<file path="src/rtl/movex_unit.sv">
module movex_unit #(
  parameter int W = 16,
  parameter logic [W-1:0] PC_LOC   = 16'hFFFE,
  parameter logic [W-1:0] ADDA_LOC = 16'hFFF0,
  parameter logic [W-1:0] ADDB_LOC = 16'hFFF1,
  parameter logic [W-1:0] SUM_LOC  = 16'hFFF2
) (
  input  logic         clk,
  input  logic         rst_n,
  output logic [W-1:0] bus_addr,
  output logic         bus_we,
  output logic [W-1:0] bus_wdata,
  input  logic [W-1:0] bus_rdata
);

  typedef enum logic [1:0] {S_FSRC, S_FDST, S_RD, S_WR} ph_t;

  ph_t          ph;
  logic [W-1:0] pc_q, src_q, dst_q, dat_q, op_a, op_b;
  logic [W-1:0] rd_val;
  logic         dst_int;

  function automatic logic is_int(input logic [W-1:0] a);
    return (a == PC_LOC) || (a == ADDA_LOC) || (a == ADDB_LOC) || (a == SUM_LOC);
  endfunction

  assign dst_int = is_int(dst_q);

  always_comb begin
    if (src_q == PC_LOC)        rd_val = pc_q;
    else if (src_q == SUM_LOC)  rd_val = op_a + op_b;
    else if (src_q == ADDA_LOC) rd_val = op_a;
    else if (src_q == ADDB_LOC) rd_val = op_b;
    else                        rd_val = bus_rdata;
  end

  always_comb begin
    case (ph)
      S_FSRC:  bus_addr = pc_q;
      S_FDST:  bus_addr = pc_q + W'(1);
      S_RD:    bus_addr = src_q;
      default: bus_addr = dst_q;
    endcase
  end

  assign bus_we    = (ph == S_WR) && !dst_int;
  assign bus_wdata = dat_q;

  always_ff @(posedge clk) begin
    if (!rst_n) begin
      ph    <= S_FSRC;
      pc_q  <= '0;
      src_q <= '0;
      dst_q <= '0;
      dat_q <= '0;
      op_a  <= '0;
      op_b  <= '0;
    end else begin
      ph <= ph_t'(ph + 2'd1);
      case (ph)
        S_FSRC: src_q <= bus_rdata;
        S_FDST: begin
          dst_q <= bus_rdata;
          pc_q  <= pc_q + W'(2);
        end
        S_RD:   dat_q <= rd_val;
        default: begin
          if (dst_q == PC_LOC)   pc_q <= dat_q;
          if (dst_q == ADDA_LOC) op_a <= dat_q;
          if (dst_q == ADDB_LOC) op_b <= dat_q;
        end
      endcase
    end
  end

  p_single_write_r2: assert property (@(posedge clk) disable iff (!rst_n)
    bus_we |=> !bus_we);

  p_dst_fetch_r2: assert property (@(posedge clk) disable iff (!rst_n)
    (ph == S_FSRC) |=> (bus_addr == $past(bus_addr) + W'(1)));

  p_pc_step_r3: assert property (@(posedge clk) disable iff (!rst_n)
    (ph == S_FDST) |=> (pc_q == $past(pc_q) + W'(2)));

  p_jump_r4: assert property (@(posedge clk) disable iff (!rst_n)
    (ph == S_WR && dst_q == PC_LOC) |=> (bus_addr == $past(dat_q)));

  p_opa_load_r6: assert property (@(posedge clk) disable iff (!rst_n)
    (ph == S_WR && dst_q == ADDA_LOC) |=> (op_a == $past(dat_q)));

  p_no_int_write_r7: assert property (@(posedge clk) disable iff (!rst_n)
    bus_we |-> !is_int(bus_addr));

endmodule

</file>
<file path="config.mk">
export PLATFORM = sky130hd
export DESIGN_NAME = movex_unit
export DESIGN_NICKNAME = d
export VERILOG_FILES = /design/src/rtl/movex_unit.sv
export SDC_FILE = /design/constraint.sdc
export NUM_CORES = 1
export LEC_CHECK = 0
export BUFFER_PORTS_ARGS = -buffer_cell sky130_fd_sc_hd__buf_2
export CORE_MARGIN = 2
export CORE_UTILIZATION = 56
export CTS_BUF_LIST = sky130_fd_sc_hd__clkbuf_4 sky130_fd_sc_hd__clkbuf_8
export DETAILED_ROUTE_END_ITERATION = 8
export PLACE_DENSITY = 0.79
export SLEW_MARGIN = 30
export SYNTH_ARGS = -nofsm -noshare
export SYNTH_HDL_FRONTEND = slang
export SYNTH_SLANG_ARGS = --single-unit
</file>
<file path="constraint.sdc">
create_clock -name clk -period 2.4 [get_ports clk]
set_input_delay 0.36 -clock clk [delete_from_list [all_inputs] [get_ports clk]]
set_output_delay 0.36 -clock clk [all_outputs]
set_load 0.02 [all_outputs]
</file>
Word-level counts from Yosys, hierarchy flattened
Cells that the tools add are included.
W data, S select, Z words.
{"block": "classes", "addsub": 4, "eq_ne": 11, "n_mux": 7, "bitwise_logic": 2, "reduce_logical": 12}
{"operator": "$eq A16 B16 Y1 const B", "count": 8}
{"operator": "$mux W16", "count": 5}
{"operator": "$pmux W16 S3", "count": 1}
{"operator": "$pmux W16 S2", "count": 1}
{"operator": "$add A16 B1 Y16 const B", "count": 1}
{"operator": "$add A16 B16 Y16", "count": 1}
{"operator": "$add A16 B2 Y16 const B", "count": 1}
{"operator": "$reduce_and A2 Y1", "count": 3}
{"operator": "$eq A2 B2 Y1 const B", "count": 2}
{"operator": "$logic_or A1 B1 Y1", "count": 3}
{"operator": "$reduce_or A3 Y1", "count": 1}
{"operator": "$add A2 B1 Y2 const B", "count": 1}
{"operator": "$eq A2 B1 Y1 const B", "count": 1}
{"operator": "$logic_not A2 Y1", "count": 1}
{"operator": "$not A1 Y1", "count": 2}
{"operator": "$reduce_bool A2 Y1", "count": 1}
{"operator": "$reduce_or A2 Y1", "count": 1}
{"operator": "$logic_and A1 B1 Y1", "count": 1}
{"operator": "$logic_not A1 Y1", "count": 1}
{"block": "word_totals", "reg_bits": 98}

Depth between registers and ports, before layout
{"block": "logic_depth", "ltp_word": 6, "depth_mapped": 9, "depth_no_buf": 9}

Worst setup path after synthesis
OpenSTA, ideal clock, no wires.
{"block": "synth_timing", "path_type": "register to output", "from": "register pc_q[2]", "to": "output bus_addr[11]", "arrival_ps": 2112, "required_time_ps": 2040, "slack_ps": -72, "stages_incl_launch_ff": 9, "n_path_buf": 0, "cell_sequence": "dfxtp_1 -> ha_1 -> and3_1 -> and4_1 -> nand4_1 -> or2_2 -> xnor2_1 -> a222oi_1 -> a21oi_1"}
{"block": "synth_via", "elab_chain_cells": 2}
{"item": "from (decl)", "line_no": "19", "source": "logic [W-1:0] pc_q, src_q, dst_q, dat_q, op_a, op_b;"}
{"item": "from (signal assigned)", "line_no": "64", "source": "pc_q <= pc_q + W'(2);"}
{"item": "from (signal assigned)", "line_no": "68", "source": "if (dst_q == PC_LOC) pc_q <= dat_q;"}
{"item": "$add A16 B1 Y16", "line_no": "40", "source": "S_FDST: bus_addr = pc_q + W'(1);"}
{"item": "$pmux W16 S3", "line_no": "38", "source": "case (ph)"}
{"item": "to (decl)", "line_no": "10", "source": "output logic [W-1:0] bus_addr,"}
No other way between the ends.

Final worst setup path
Same ends and word-level chain as after synthesis.

==> results.cfg <==
[timing]
hold_viol_final = 0
final-max-slew-violation-count = 0
holdWs_ns = 0.291
rsz0062_at_grt = true
fin_setup_tns_ns = -3.40
post-route-period-util_pct = 122
worst_pin_slew_ns = 0.451
slew_headroom_pct = 69.9
setup_violations = 11
fin_skew_ns = 0.0131
fmax_mhz = 341
layout_setup_ws_ns = -0.532
min_period_ns = 2.93

[critical_path]
critPathCaptureType = output port
timing.rr.end = bus_wdata[9]$_SDFFE_PN0P_
worstSetupPathType = reg2out
cp_data_required_time_ns = 2.04
r2r_slack_ns = 0
cp-start-kind = flop
crit_arrival_ns = 2.57
r2r_cells = 7
r2r_start = src_q[7]$_SDFFE_PN0P_
path_max_fanout = 2

[placement]
dp.cells = 911
place.gp.congestion = 0.939
port_buffers = 50
hpwl_mm = 12.6

[floorplan]
pin_count = 51
die_height_um = 108
start_util_pct = 57.9
coreArea_um2 = 10400
die_w_um = 108
dieArea_um2 = 11600
placementRows = 37

[logic_synthesis]
syn_nets = 772
ys.flop_type = dfxtp_1
syn_inst = 732
synth_edf_count = 0
synth-async-reset-ratio_pct = 0
ys_warn_count = 0
synth-seq-cells = 98
synth_area_um2 = 6030
avgSynthCellArea_um2 = 8.24
synth_cell_type_count = 60
yosysSeqAreaShare_pct = 32.5

[detailed_routing]
ant_nets = 0
drt-total-wl_mm = 19.4
viasPerCell = 6.58
dr.pass1.iters = 8
vias = 6228
remaining_drc_errors = 0
wl_per_cell_um = 20.5
drtIter0Drc = 674

[clock_tree]
path_clk_slew_ns = 0.10
clock_sinks = 98
root_buffer = clkbuf_8
cts_htree_levels = 3
cts-buffers-inserted = 9
clk_latency_ns = 0.38
cts.path.max_buffers = 2
cts_tree = done

[grt]
antenna_found_initial = 1
grtUsageTotal_pct = 32.8
overflow = 0
grt_pass1_vias = 5833
grt_max_degree = 78
grt_pass1_wl_mm = 30.0

[worst_hold_path]
hold_path_class = in2reg
hold_path.startpoint = bus_rdata[13]
hold_path_end = src_q[13]$_SDFFE_PN0P_
whs_path_depth = 3

[pwr]
peakVddDrop_mv = 0.395
powerDensity_nw_per_um2 = 495
p_leak_nw = 3.20

[finish]
final_util_pct = 69.7
antennaDiodeCount = 0
fillers = 767
nets = 846
instances_no_fill = 947
drive_gt1_share_pct = 23.4
area_delta_synth_final_pct = 20.4

[run]
drv_cap = 0

[outcome]
run_status = finished, violations left
violations = negative setup slack
metrics by stage:
stage	cell area (um^2)	setup WS [ns]	power [mW]
floorplan	6050	0.00684	2.17
finish	7260	-0.532	3.60
detailed placement	6640	-0.0906	2.37
CTS	7070	-0.417	3.56
global placement	6640	-0.0338	2.35
global route	7260	-0.553	3.70
worst max-delay path by stage:
stage	endpoint	slack, ns	from	cells after the start
global placement	bus_addr[11]	-0.03	pc_q[1]$_SDFFE_PN0P_	9
global route	bus_addr[11]	-0.55	pc_q[2]$_SDFFE_PN0P_	9
detailed placement	bus_wdata[12]$_SDFFE_PN0P_	-0.09	op_a[0]$_SDFFE_PN0P_	10
CTS	bus_addr[11]	-0.42	pc_q[2]$_SDFFE_PN0P_	9
finish	bus_addr[11]	-0.53	pc_q[2]$_SDFFE_PN0P_	9
floorplan	bus_addr[11]	0.007	pc_q[4]$_SDFFE_PN0P_	8
cells in the mapped netlist (3+ instances only):
cell	n	share of area, %
nor2_1	105	6.5
dfxtp_1	98	33
mux2i_1	80	13
a21oi_1	56	4.6
nand2_1	49	3.0
clkbuf_1	47	2.9
o21ai_0	32	2.7
ha_1	21	4.4
and3_1	18	1.9
xnor2_1	17	2.5
nand3_1	16	1.3
o211ai_1	13	1.6
a21o_1	12	1.5
a222oi_1	11	1.8
nand4_1	11	1.1
a211oi_1	10	1.2
inv_1	10	0.62
o22ai_1	10	1.0
xor2_1	9	1.3
o211a_1	8	1.3
buf_2	7	0.58
nor3_1	7	0.58
nor2b_1	6	0.62
a31oi_1	5	0.52
mux2_2	5	0.93
o22a_1	5	0.73
or3_1	5	0.52
a221oi_1	4	0.58
o21a_1	4	0.50
o21bai_1	4	0.50
a2bb2oi_1	3	0.44
buf_1	3	0.19
o221ai_1	3	0.44
o31ai_1	3	0.37
cell families after synthesis:
kind of cell	share of synthesized area, %
flops	32.5
fa+ha+maj	4.69
buf+inv	4.98
simple gates	18.2
mux	14.2
compound gates	21.6
xor+xnor	3.77
sequential cells by signal, indices dropped and copies added, names as in the netlist:
signal and cells:
ph 2, src_q 16, bus_wdata 16, op_a 16, dst_q 16, op_b 16, pc_q 16
critical path, stage by stage (launching register included):
cell and delay, ns:
dfxtp_4 0.39, ha_4 0.14, and3_4 0.19, and4_4 0.25
nand4_1 0.19, or2_4 0.29, xnor2_1 0.12, a222oi_1 0.37
a21oi_2 0.11, buf_6 0.15
final cells by class:
| type | count | area, um^2 | area share (%) |
|---|---|---|---|
| multi-input combinational | 562 | 3970 | 54.6 |
| inverter | 12 | 45.0 | 0.620 |
| clock inverter | 5 | 77.6 | 1.07 |
| timing repair buffer | 123 | 886 | 12.2 |
| clock buffer | 11 | 145 | 2.00 |
| tap | 136 | 170 | 2.34 |
| sequential | 98 | 1970 | 27.2 |
where the power goes:
part           internal (mW)  total (mW)  switching [mW]
Combinational          0.239       0.613           0.374
Sequential              1.69        1.77          0.0812
Clock                  0.624        1.21           0.587
placed cells by master, fill, tap and decap left out, types with 15 or more instances in the layout:
| cell | count |
|---|---|
| xnor2_1 | 16 |
| and3_1 | 15 |
| ha_1 | 16 |
| nor2_1 | 104 |
| buf_4 | 66 |
| a21oi_1 | 53 |
| mux2i_1 | 80 |
| dfxtp_1 | 92 |
| o21ai_0 | 30 |
| buf_2 | 43 |
| nand3_1 | 15 |
| nand2_1 | 45 |
timing repair:
action | 4_1_cts | 5_1_grt
endpoints found under the setup margin | 14 | 22
hold buffers | 0 | 0
gates cloned | 0 | 0
setup buffers | 14 | 11
pin swaps | 12 | 26
endpoints found under the hold margin | 0 | 0
resized for setup | 25 | 37
layer usage:
metal / vias to the layer above / share of wire (%) / global-route usage (%)
met5: - / 0 / 0
met4: 0 / 4.0 / 12.2
met3: 79 / 9.9 / 5.75
met2: 411 / 47 / 54.4
met1: 2930 / 39 / 42.6
li1: 2808 / - / -
Power figures use the tool's default switching activity.
